File: src/rtl/sdw_pkg.sv
package sdw_pkg;

  localparam logic [3:0] CMD_DESEL = 4'b1111;
  localparam logic [3:0] CMD_NOP   = 4'b0111;
  localparam logic [3:0] CMD_ACT   = 4'b0011;
  localparam logic [3:0] CMD_WRITE = 4'b0100;
  localparam logic [3:0] CMD_TERM  = 4'b0110;

  typedef enum logic [2:0] {
    S_IDLE, S_ACT, S_GAP, S_WRCMD, S_DATA, S_TERM
  } seqState_e;

  // What the bus shall show in the cycle after the coming edge
  typedef enum logic [2:0] {
    K_DESEL, K_ACT, K_NOP, K_WRITE, K_BEAT, K_TERM
  } busKind_e;

  typedef struct packed {
    logic     loadReq;
    busKind_e kind;
  } ctrlStrobe_t;

endpackage

File: src/rtl/sdw_ctrl.sv
module sdw_ctrl
  import sdw_pkg::*;
#(
  parameter int LEN_W = 8
) (
  input  logic             clk,
  input  logic             rstN,
  input  logic             reqValid,
  output logic             reqReady,
  input  logic [LEN_W-1:0] reqLenM1,
  input  logic             wrValid,
  output logic             wrReady,
  output ctrlStrobe_t      strobe,
  output logic             underrun
);

  localparam int REM_W = LEN_W + 1;

  seqState_e        state, stNext;
  logic [REM_W-1:0] remaining, remNext;
  logic             underrunNext;

  always_comb begin
    stNext       = state;
    remNext      = remaining;
    underrunNext = 1'b0;
    reqReady     = 1'b0;
    wrReady      = 1'b0;
    strobe       = '{loadReq: 1'b0, kind: K_DESEL};
    case (state)
      S_IDLE: begin
        reqReady = 1'b1;
        if (reqValid) begin
          stNext         = S_ACT;
          remNext        = {1'b0, reqLenM1} + REM_W'(1);
          strobe.loadReq = 1'b1;
          strobe.kind    = K_ACT;
        end
      end
      S_ACT: begin
        stNext      = S_GAP;
        strobe.kind = K_NOP;
      end
      S_GAP: begin
        stNext      = S_WRCMD;
        strobe.kind = K_WRITE;
      end
      S_WRCMD, S_DATA: begin
        if (remaining == '0) begin
          stNext      = S_TERM;
          strobe.kind = K_TERM;
        end else begin
          wrReady = 1'b1;
          if (wrValid) begin
            stNext      = S_DATA;
            strobe.kind = K_BEAT;
            remNext     = remaining - REM_W'(1);
          end else begin
            stNext       = S_TERM;
            strobe.kind  = K_TERM;
            underrunNext = 1'b1;
          end
        end
      end
      S_TERM: begin
        stNext      = S_IDLE;
        strobe.kind = K_DESEL;
      end
      default: stNext = S_IDLE;
    endcase
  end

  always_ff @(posedge clk) begin
    if (!rstN) begin
      state     <= S_IDLE;
      remaining <= '0;
      underrun  <= 1'b0;
    end else begin
      state     <= stNext;
      remaining <= remNext;
      underrun  <= underrunNext;
    end
  end

  // an underrun flag only accompanies the terminate cycle
  assert_underrun_term_R10: assert property (@(posedge clk) disable iff (!rstN)
    underrun |-> (state == S_TERM));

  // a burst that ends normally has used up its whole count
  assert_len_consumed_R7: assert property (@(posedge clk) disable iff (!rstN)
    (state == S_TERM && !underrun) |-> (remaining == '0));

  // after terminate the sequencer is ready for a new request
  assert_ready_after_term_R9: assert property (@(posedge clk) disable iff (!rstN)
    (state == S_TERM) |=> (reqReady && !wrReady));

endmodule

File: src/rtl/sdw_datapath.sv
module sdw_datapath
  import sdw_pkg::*;
#(
  parameter int BUS_W = 16
) (
  input  logic              clk,
  input  logic              rstN,
  input  ctrlStrobe_t       strobe,
  input  logic [BUS_W-1:0]  reqRow,
  input  logic [BUS_W-1:0]  reqCol,
  input  logic [BUS_W-1:0]  wrData,
  output logic [3:0]        cmd,
  output logic [BUS_W/8-1:0] dqm,
  output logic [BUS_W-1:0]  ad,
  output logic              adOe
);

  localparam int MASK_W = BUS_W / 8;

  logic [BUS_W-1:0] colR;

  always_ff @(posedge clk) begin
    if (!rstN) begin
      colR <= '0;
    end else if (strobe.loadReq) begin
      colR <= reqCol;
    end
  end

  always_ff @(posedge clk) begin
    if (!rstN) begin
      cmd  <= CMD_DESEL;
      dqm  <= '1;
      ad   <= '0;
      adOe <= 1'b0;
    end else begin
      case (strobe.kind)
        K_ACT: begin
          cmd <= CMD_ACT;  dqm <= '1; ad <= reqRow; adOe <= 1'b1;
        end
        K_NOP: begin
          cmd <= CMD_NOP;  dqm <= '1; ad <= '0; adOe <= 1'b0;
        end
        K_WRITE: begin
          // data follows one cycle late on the shared pins, so aim one low
          cmd <= CMD_WRITE; dqm <= '1; ad <= colR - BUS_W'(1); adOe <= 1'b1;
        end
        K_BEAT: begin
          cmd <= CMD_NOP;  dqm <= '0; ad <= wrData; adOe <= 1'b1;
        end
        K_TERM: begin
          cmd <= CMD_TERM; dqm <= '1; ad <= '0; adOe <= 1'b0;
        end
        default: begin
          cmd <= CMD_DESEL; dqm <= '1; ad <= '0; adOe <= 1'b0;
        end
      endcase
    end
  end

  // NOP gap, then Write two cycles after Activate
  assert_act_gap_R3: assert property (@(posedge clk) disable iff (!rstN)
    (cmd == CMD_ACT) |=> (cmd == CMD_NOP && !adOe));
  assert_act_to_write_R3: assert property (@(posedge clk) disable iff (!rstN)
    (cmd == CMD_ACT) |-> ##2 (cmd == CMD_WRITE));

  // the column on the Write cycle is one below the latched request
  assert_col_minus_one_R4: assert property (@(posedge clk) disable iff (!rstN)
    (cmd == CMD_WRITE) |-> (ad == $past(colR) - BUS_W'(1)));

  // both masks high while the Write command is on the bus
  assert_write_masked_R5: assert property (@(posedge clk) disable iff (!rstN)
    (cmd == CMD_WRITE) |-> (dqm == {MASK_W{1'b1}}));

  // unmasked cycles only follow the Write command or another data cycle
  assert_beat_order_R6: assert property (@(posedge clk) disable iff (!rstN)
    (dqm == '0) |-> ($past(cmd) == CMD_WRITE || $past(dqm) == '0));

  // terminate is followed by a deselected, masked cycle
  assert_term_deselect_R9: assert property (@(posedge clk) disable iff (!rstN)
    (cmd == CMD_TERM) |=> (cmd == CMD_DESEL && dqm == {MASK_W{1'b1}}));

endmodule

File: src/rtl/sdram_wr_burst.sv
module sdram_wr_burst
  import sdw_pkg::*;
#(
  parameter int LEN_W = 8,
  parameter int BUS_W = 16
) (
  input  logic               clk,
  input  logic               rstN,
  input  logic               reqValid,
  output logic               reqReady,
  input  logic [BUS_W-1:0]   reqRow,
  input  logic [BUS_W-1:0]   reqCol,
  input  logic [LEN_W-1:0]   reqLenM1,
  input  logic               wrValid,
  output logic               wrReady,
  input  logic [BUS_W-1:0]   wrData,
  output logic               underrun,
  output logic               sdCke,
  output logic               sdCsN,
  output logic               sdRasN,
  output logic               sdCasN,
  output logic               sdWeN,
  output logic [BUS_W/8-1:0] sdDqm,
  output logic [BUS_W-1:0]   sdAd,
  output logic               sdAdOe
);

  ctrlStrobe_t strobe;
  logic [3:0]  cmd;

  sdw_ctrl #(.LEN_W(LEN_W)) ctrlInst (
    .clk      (clk),
    .rstN     (rstN),
    .reqValid (reqValid),
    .reqReady (reqReady),
    .reqLenM1 (reqLenM1),
    .wrValid  (wrValid),
    .wrReady  (wrReady),
    .strobe   (strobe),
    .underrun (underrun)
  );

  sdw_datapath #(.BUS_W(BUS_W)) dpInst (
    .clk    (clk),
    .rstN   (rstN),
    .strobe (strobe),
    .reqRow (reqRow),
    .reqCol (reqCol),
    .wrData (wrData),
    .cmd    (cmd),
    .dqm    (sdDqm),
    .ad     (sdAd),
    .adOe   (sdAdOe)
  );

  assign sdCke = 1'b1;
  assign {sdCsN, sdRasN, sdCasN, sdWeN} = cmd;

endmodule

File: config.mk
export PLATFORM = sky130hd
export DESIGN_NAME = sdram_wr_burst
export DESIGN_NICKNAME = d
export VERILOG_FILES = /design/src/rtl/sdw_pkg.sv /design/src/rtl/sdw_ctrl.sv /design/src/rtl/sdw_datapath.sv /design/src/rtl/sdram_wr_burst.sv
export SDC_FILE = /design/constraint.sdc
export NUM_CORES = 1
export LEC_CHECK = 0
export BUFFER_PORTS_ARGS = -buffer_cell sky130_fd_sc_hd__buf_2
export CAP_MARGIN = 0
export CORE_ASPECT_RATIO = 0.7
export CORE_MARGIN = 8
export CORE_UTILIZATION = 30
export DETAILED_ROUTE_END_ITERATION = 8
export PLACE_DENSITY_LB_ADDON = 0.12
export SLEW_MARGIN = 20
export SYNTH_ARGS = -nofsm -noshare
export SYNTH_HDL_FRONTEND = slang
export SYNTH_HIERARCHICAL = 1
export SYNTH_SLANG_ARGS = --single-unit
File: constraint.sdc
create_clock -name clk -period 4.2 [get_ports clk]
set_clock_uncertainty 0.2 [all_clocks]
set_input_delay 0.63 -clock clk [delete_from_list [all_inputs] [get_ports clk]]
set_output_delay 0.63 -clock clk [all_outputs]
set_load 0.01 [all_outputs]
After elaboration in Yosys (flattened, before gate mapping):

Cells that the tools add are included.

* register bits: 52
* input port bits: 60
* output and inout bits: 27
* word-level logic and storage cells: 52

* add/subtract/negate cells: 3
* equal/unequal tests: 12
* muxes and demuxes: 19
* bitwise operators: 2
* reductions and logical operators: 8

Operators by type and width (number)
* $pmux W16 S3: 1
* $mux W9: 3
* $pmux W3 S4: 2
* $pmux W9 S2: 1
* $pmux W4 S4: 1
* $sub A16 B1 Y16 const B: 1
* $eq A3 B2 Y1 const B: 4
* $add A8 B1 Y9 const B: 1
* $eq A3 B3 Y1 const B: 3
* $logic_not A9 Y1: 1
* $sub A9 B1 Y9 const B: 1
* $mux W1: 7
* $eq A3 B1 Y1 const B: 2
* $mux W3: 2
* $ne A2 B2 Y1 const B: 3
* $reduce_or A3 Y1: 2
* $mux W4: 1
* $reduce_and A4 Y1: 1
* $reduce_or A2 Y1: 2
* $logic_not A3 Y1: 1
* $mux W2: 1
* $not A1 Y1: 2
* $reduce_bool A2 Y1: 1

Logic depth before layout (Yosys ltp):

* word-level depth: 6
* mapped depth: 11
* depth with buffers taken out: 9

Cells and area by module:

Netlist, hierarchy kept.

Modules (own cells, without submodules)
* sdw_datapath: times used 1, cells each 189, area each 1761.7 um^2, seq. area each 760.7 um^2
* sdw_ctrl: times used 1, cells each 114, area each 885.8 um^2, seq. area each 260.2 um^2
* sdram_wr_burst: times used 1, cells each 2, area each 11.3 um^2, seq. area each 0.0 um^2

Worst setup path after synthesis:

Ideal clock, no wire load.

* path kind: register -> register
* start: reg ctrlInst.remaining[0]
* end: reg dpInst.ad[15]
* library setup time: 0.079 ns
* arrival: 2.931 ns
* required time: 3.921 ns
* slack: 0.991 ns
* cell stages (with the launch flop): 12
* path buffers: 3
* period minus slack after synthesis: 3.209 ns
* path through: dfxtp_1 > inv_1 > ha_1 > or4b_1 > buf_2 > o41a_1 > o32ai_1 > nor2b_1 > clkbuf_1 > clkbuf_1 > a22oi_1 > o211ai_1

RTL lines
* from (decl): RTL line sdw_ctrl.sv:20 `logic [REM_W-1:0] remaining, remNext;`
* from (signal assigned): RTL line sdw_ctrl.sv:80 `remaining <= remNext;`
* to (signal assigned): RTL line sdw_datapath.sv:34 `ad <= '0;`
* to (signal assigned): RTL line sdw_datapath.sv:39 `cmd <= CMD_ACT; dqm <= '1; ad <= reqRow; adOe <= 1'b1;`
* to (signal assigned): RTL line sdw_datapath.sv:42 `cmd <= CMD_NOP; dqm <= '1; ad <= '0; adOe <= 1'b0;`
* to (decl): RTL line sdw_datapath.sv:14 `output logic [BUS_W-1:0] ad,`

==> impl_results.md <==
* Clock Pin Slew Worst Setup and Hold Paths at 0.07 ns
* Fin Hold WS at slightly below 0.3 ns
* GP Congestion at between 0.8 and 0.9
* Unique masters post-synth at 57
* Post-CTS Resized at 0
* Initial Utilization at between 30 and 40%
* Final period utilization at between 80% and 90%
* Final net count at about 450
* Kind of critical path: register to register
* Total track usage at 12.6%
* Share of layout cells above drive strength 1 at roughly 28%
* Number of global-route vias before repair at 2271
* Main synth FF type: dfxtp_1
* Cell taking the most area after synthesis: dfxtp_1
* Worst path slowest cell: or4b_1
* CTS tree: yes
* Actual slew at the worst max-slew pin at approximately 1.0 ns
* Min-delay src: ctrlInst/remaining[1]
* Maximum VDD drop at around 0.17 mV
* Relative slew slack at around a third
* Post-synthesis sequential area ratio at about two fifths
* Grt ovf at 0
* Critical Path End Type: register
* Met3 Track Usage GR at about 4%
* DRT Wirelength at approximately 7800 um
* Setup Fix Bufs, Post-CTS at 0
* First-pass GRT wire length at between 10000 and 15000 um
* Final core utilization at ~39%
* Placed cell count at about 500
* Setup TNS at 0 ns
* Top cells by area, synth: dfxtp_1 (38%), mux2i_1 (6.4%), nor2b_1 (4.9%), nor2_1 (2.8%), o211ai_1 (2.8%)
* WL/cell at 15.6 um
* Flop2flop setup slack at 0.64 ns
* Die Ht at 94.8 um
* Cell Area, Synth at roughly 0.0027 mm2
* Fmax at around 0.28 GHz
* Placed Area at about 0.0032 mm2
* Antenna-violating nets left at 0
* Antenna diodes at 0
* Core area at roughly 0.0085 mm2
* Most Crowded Layer GR: met1
* Crit-path max cell delay at approximately 0.57 ns
* Worst hold path class: register to register
* Status: completed
* Leak at between 1 and 1.5 nW
* Hold buffers post-CTS at 0
* Root Buffer Master: clkbuf_16
* Crit Path Max Fanout at 21
* Reg-to-reg critical path endpoint: dpInst/ad[8]
* Final worst slack at roughly 0.64 ns
* Setup Viol. Count Final at 0
* Met1 usage at between 10% and 20%
* Fin cells at around 500
* End of the critical path: dpInst/ad[8]
* Die width at 129 um
* Critical Path RT at about 4.2 ns
* Post-Syn Nets at approximately 370
* Met2 Usage GRT at between 10% and 20%
* Fin. Hold Viols at 0
* Largest net degree at the start of global routing at 40
* Synth top area share at a little under two fifths
* Post-synth EDFFs at 0
* Die area at approximately 0.012 mm2
* CP Cell Sequence: inv_1 -> ha_1 -> or4b_1 -> o41a_1 -> o32ai_1 -> nor2b_1 -> buf_4 -> nand2_1 -> or4_1 -> a31oi_1
* IO Count at 87
* Setup WS pre-CTS at 0.681 ns
* Post-route minimum period at 3.56 ns
* R2R depth at 10
* Cells after Synth at around 310
* Design area at between 0.003 and 0.004 mm2
* Critical R2R Launch: ctrlInst/remaining[0]
* Rows at 28
* Worst setup SP type: register
* Drt first pass iters at 5
* Clock latency on the worst-skew pair at roughly 0.28 ns
* Clock Sink Count at slightly above 50
* RSZ-0062 raised after global routing: no
* Initial antenna violation count at 1
* Async SR Flop Fraction at 0%
* Max_cap viols at 0
* Arrival @ worst endpoint at approximately 3.6 ns
* CP startpoint: ctrlInst/remaining[0]
* Vias per inst at 4.92
* Clock buffer depth at 2
* Syn. warnings at 6
* DR DRC count at 0
* CTS Buf Count at 5
* Via Count at around 2500
* Total power at between 1.5 and 2 mW
* PD cells at around 450 mW/mm2
* Layout area overhead at 24.5%
* Initial drt markers at between 200 and 250
* Htree depth at 2
* Post-Syn Area per Cell at 8.72 um2
* Flops & latches, synth at 51
* # port buffers at 85
* Dpl hpwl at ~6000 um
* Max-slew violations at 0
## where the power goes
| group | internal [mW] | leakage (nW) | switching [mW] | total (mW) |
|---|---|---|---|---|
| Sequential | 0.548 | 0.418 | 0.0493 | 0.598 |
| Clock | 0.220 | 0.0679 | 0.167 | 0.387 |
| Combinational | 0.218 | 0.919 | 0.298 | 0.516 |
## layout make-up
class	instances	area, um2
Fill cell	917	5240
Multi-Input combinational cell	225	1510
Sequential cell	51	1020
Timing Repair Buffer	89	455
Tap cell	120	150
Clock buffer	7	133
Inverter	10	37.5
Clock inverter	1	5.00
## metal layers
metal | vias to the layer above | part of all wire (%) | routed length (um)
met5 | - | 0.10 | 8
met3 | 10 | 8.4 | 658
li1 | 1267 | - | -
met1 | 1110 | 54 | 4240
met2 | 84 | 37 | 2860
met4 | 2 | 0.98 | 77
## worst min path at each step
stage / end / slack, ns / cells after the start
finish: ctrlInst/remaining[1] / 0.29 / 2
global route: ctrlInst/underrun / 0.34 / 2
CTS: ctrlInst/remaining[1] / 0.29 / 2
detailed placement: ctrlInst/remaining[1] / 0.28 / 2
global placement: ctrlInst/remaining[1] / 0.27 / 2
floorplan: ctrlInst/remaining[1] / 0.25 / 2
## logic make-up (layout without fill, tap and decap cells)
logic type,Yosys count,count (layout),synth area share [%]
fa+ha+maj,3,3,1.41
compound gates,78,78,20.6
simple gates,110,110,22.8
flops,51,51,38.4
mux,18,18,6.82
other cells,1,1,0.141
buf+inv,29,107,4.85
xor+xnor,15,15,4.94
## layout by cell type, fill, tap and decap left out, types with 3 or more instances in the layout
cell        n
or3_1       3
a22oi_1     9
o211ai_1   10
xnor2_1     7
nand3_1     8
buf_4       4
or4_1       4
o21ai_0    14
nor2b_1    21
nor2_1     20
inv_1       9
a31oi_1     4
clkbuf_16   5
nand2_1    15
dfxtp_1    51
and2_1      4
nor3_1     11
nand4_1     5
xor2_1      8
o22ai_1     6
a22o_1      4
mux2i_1    17
nor4_1      5
a21oi_1    10
buf_2      85
ha_1        3
## sequential cells by signal, summed over array words and instances (netlist names)
register / cells
dpInst/ad: 16
dpInst/colR: 16
ctrlInst/remaining: 9
dpInst/cmd: 4
ctrlInst/state: 3
ctrlInst/underrun: 1
dpInst/adOe: 1
dpInst/dqm: 1
## critical path: cells and delay by family, from the launching register on
| kind | cells | cell delay, ns |
|---|---|---|
| AND/OR/NAND/NOR | 4 | 1.33 |
| AO/OA/AOI/OAI | 3 | 1.02 |
| buffers and inverters | 2 | 0.36 |
| flip-flops | 1 | 0.35 |
| adder cells (fa/ha/maj) | 1 | 0.21 |
## cells in the mapped netlist, drive strengths merged, types with 5 or more instances
cell type and instances:
dfxtp 51, nor2 21, nor2b 21, mux2i 17, o21ai 16, nand2 15, nor3 12, a21oi 11
clkbuf 11, o211ai 10, a22oi 9, inv 9, buf 8, nand3 8, xor2 8, xnor2 7
o22ai 6, nand4 5, nor4 5
No activity file was read; power rests on OpenSTA's default activity.
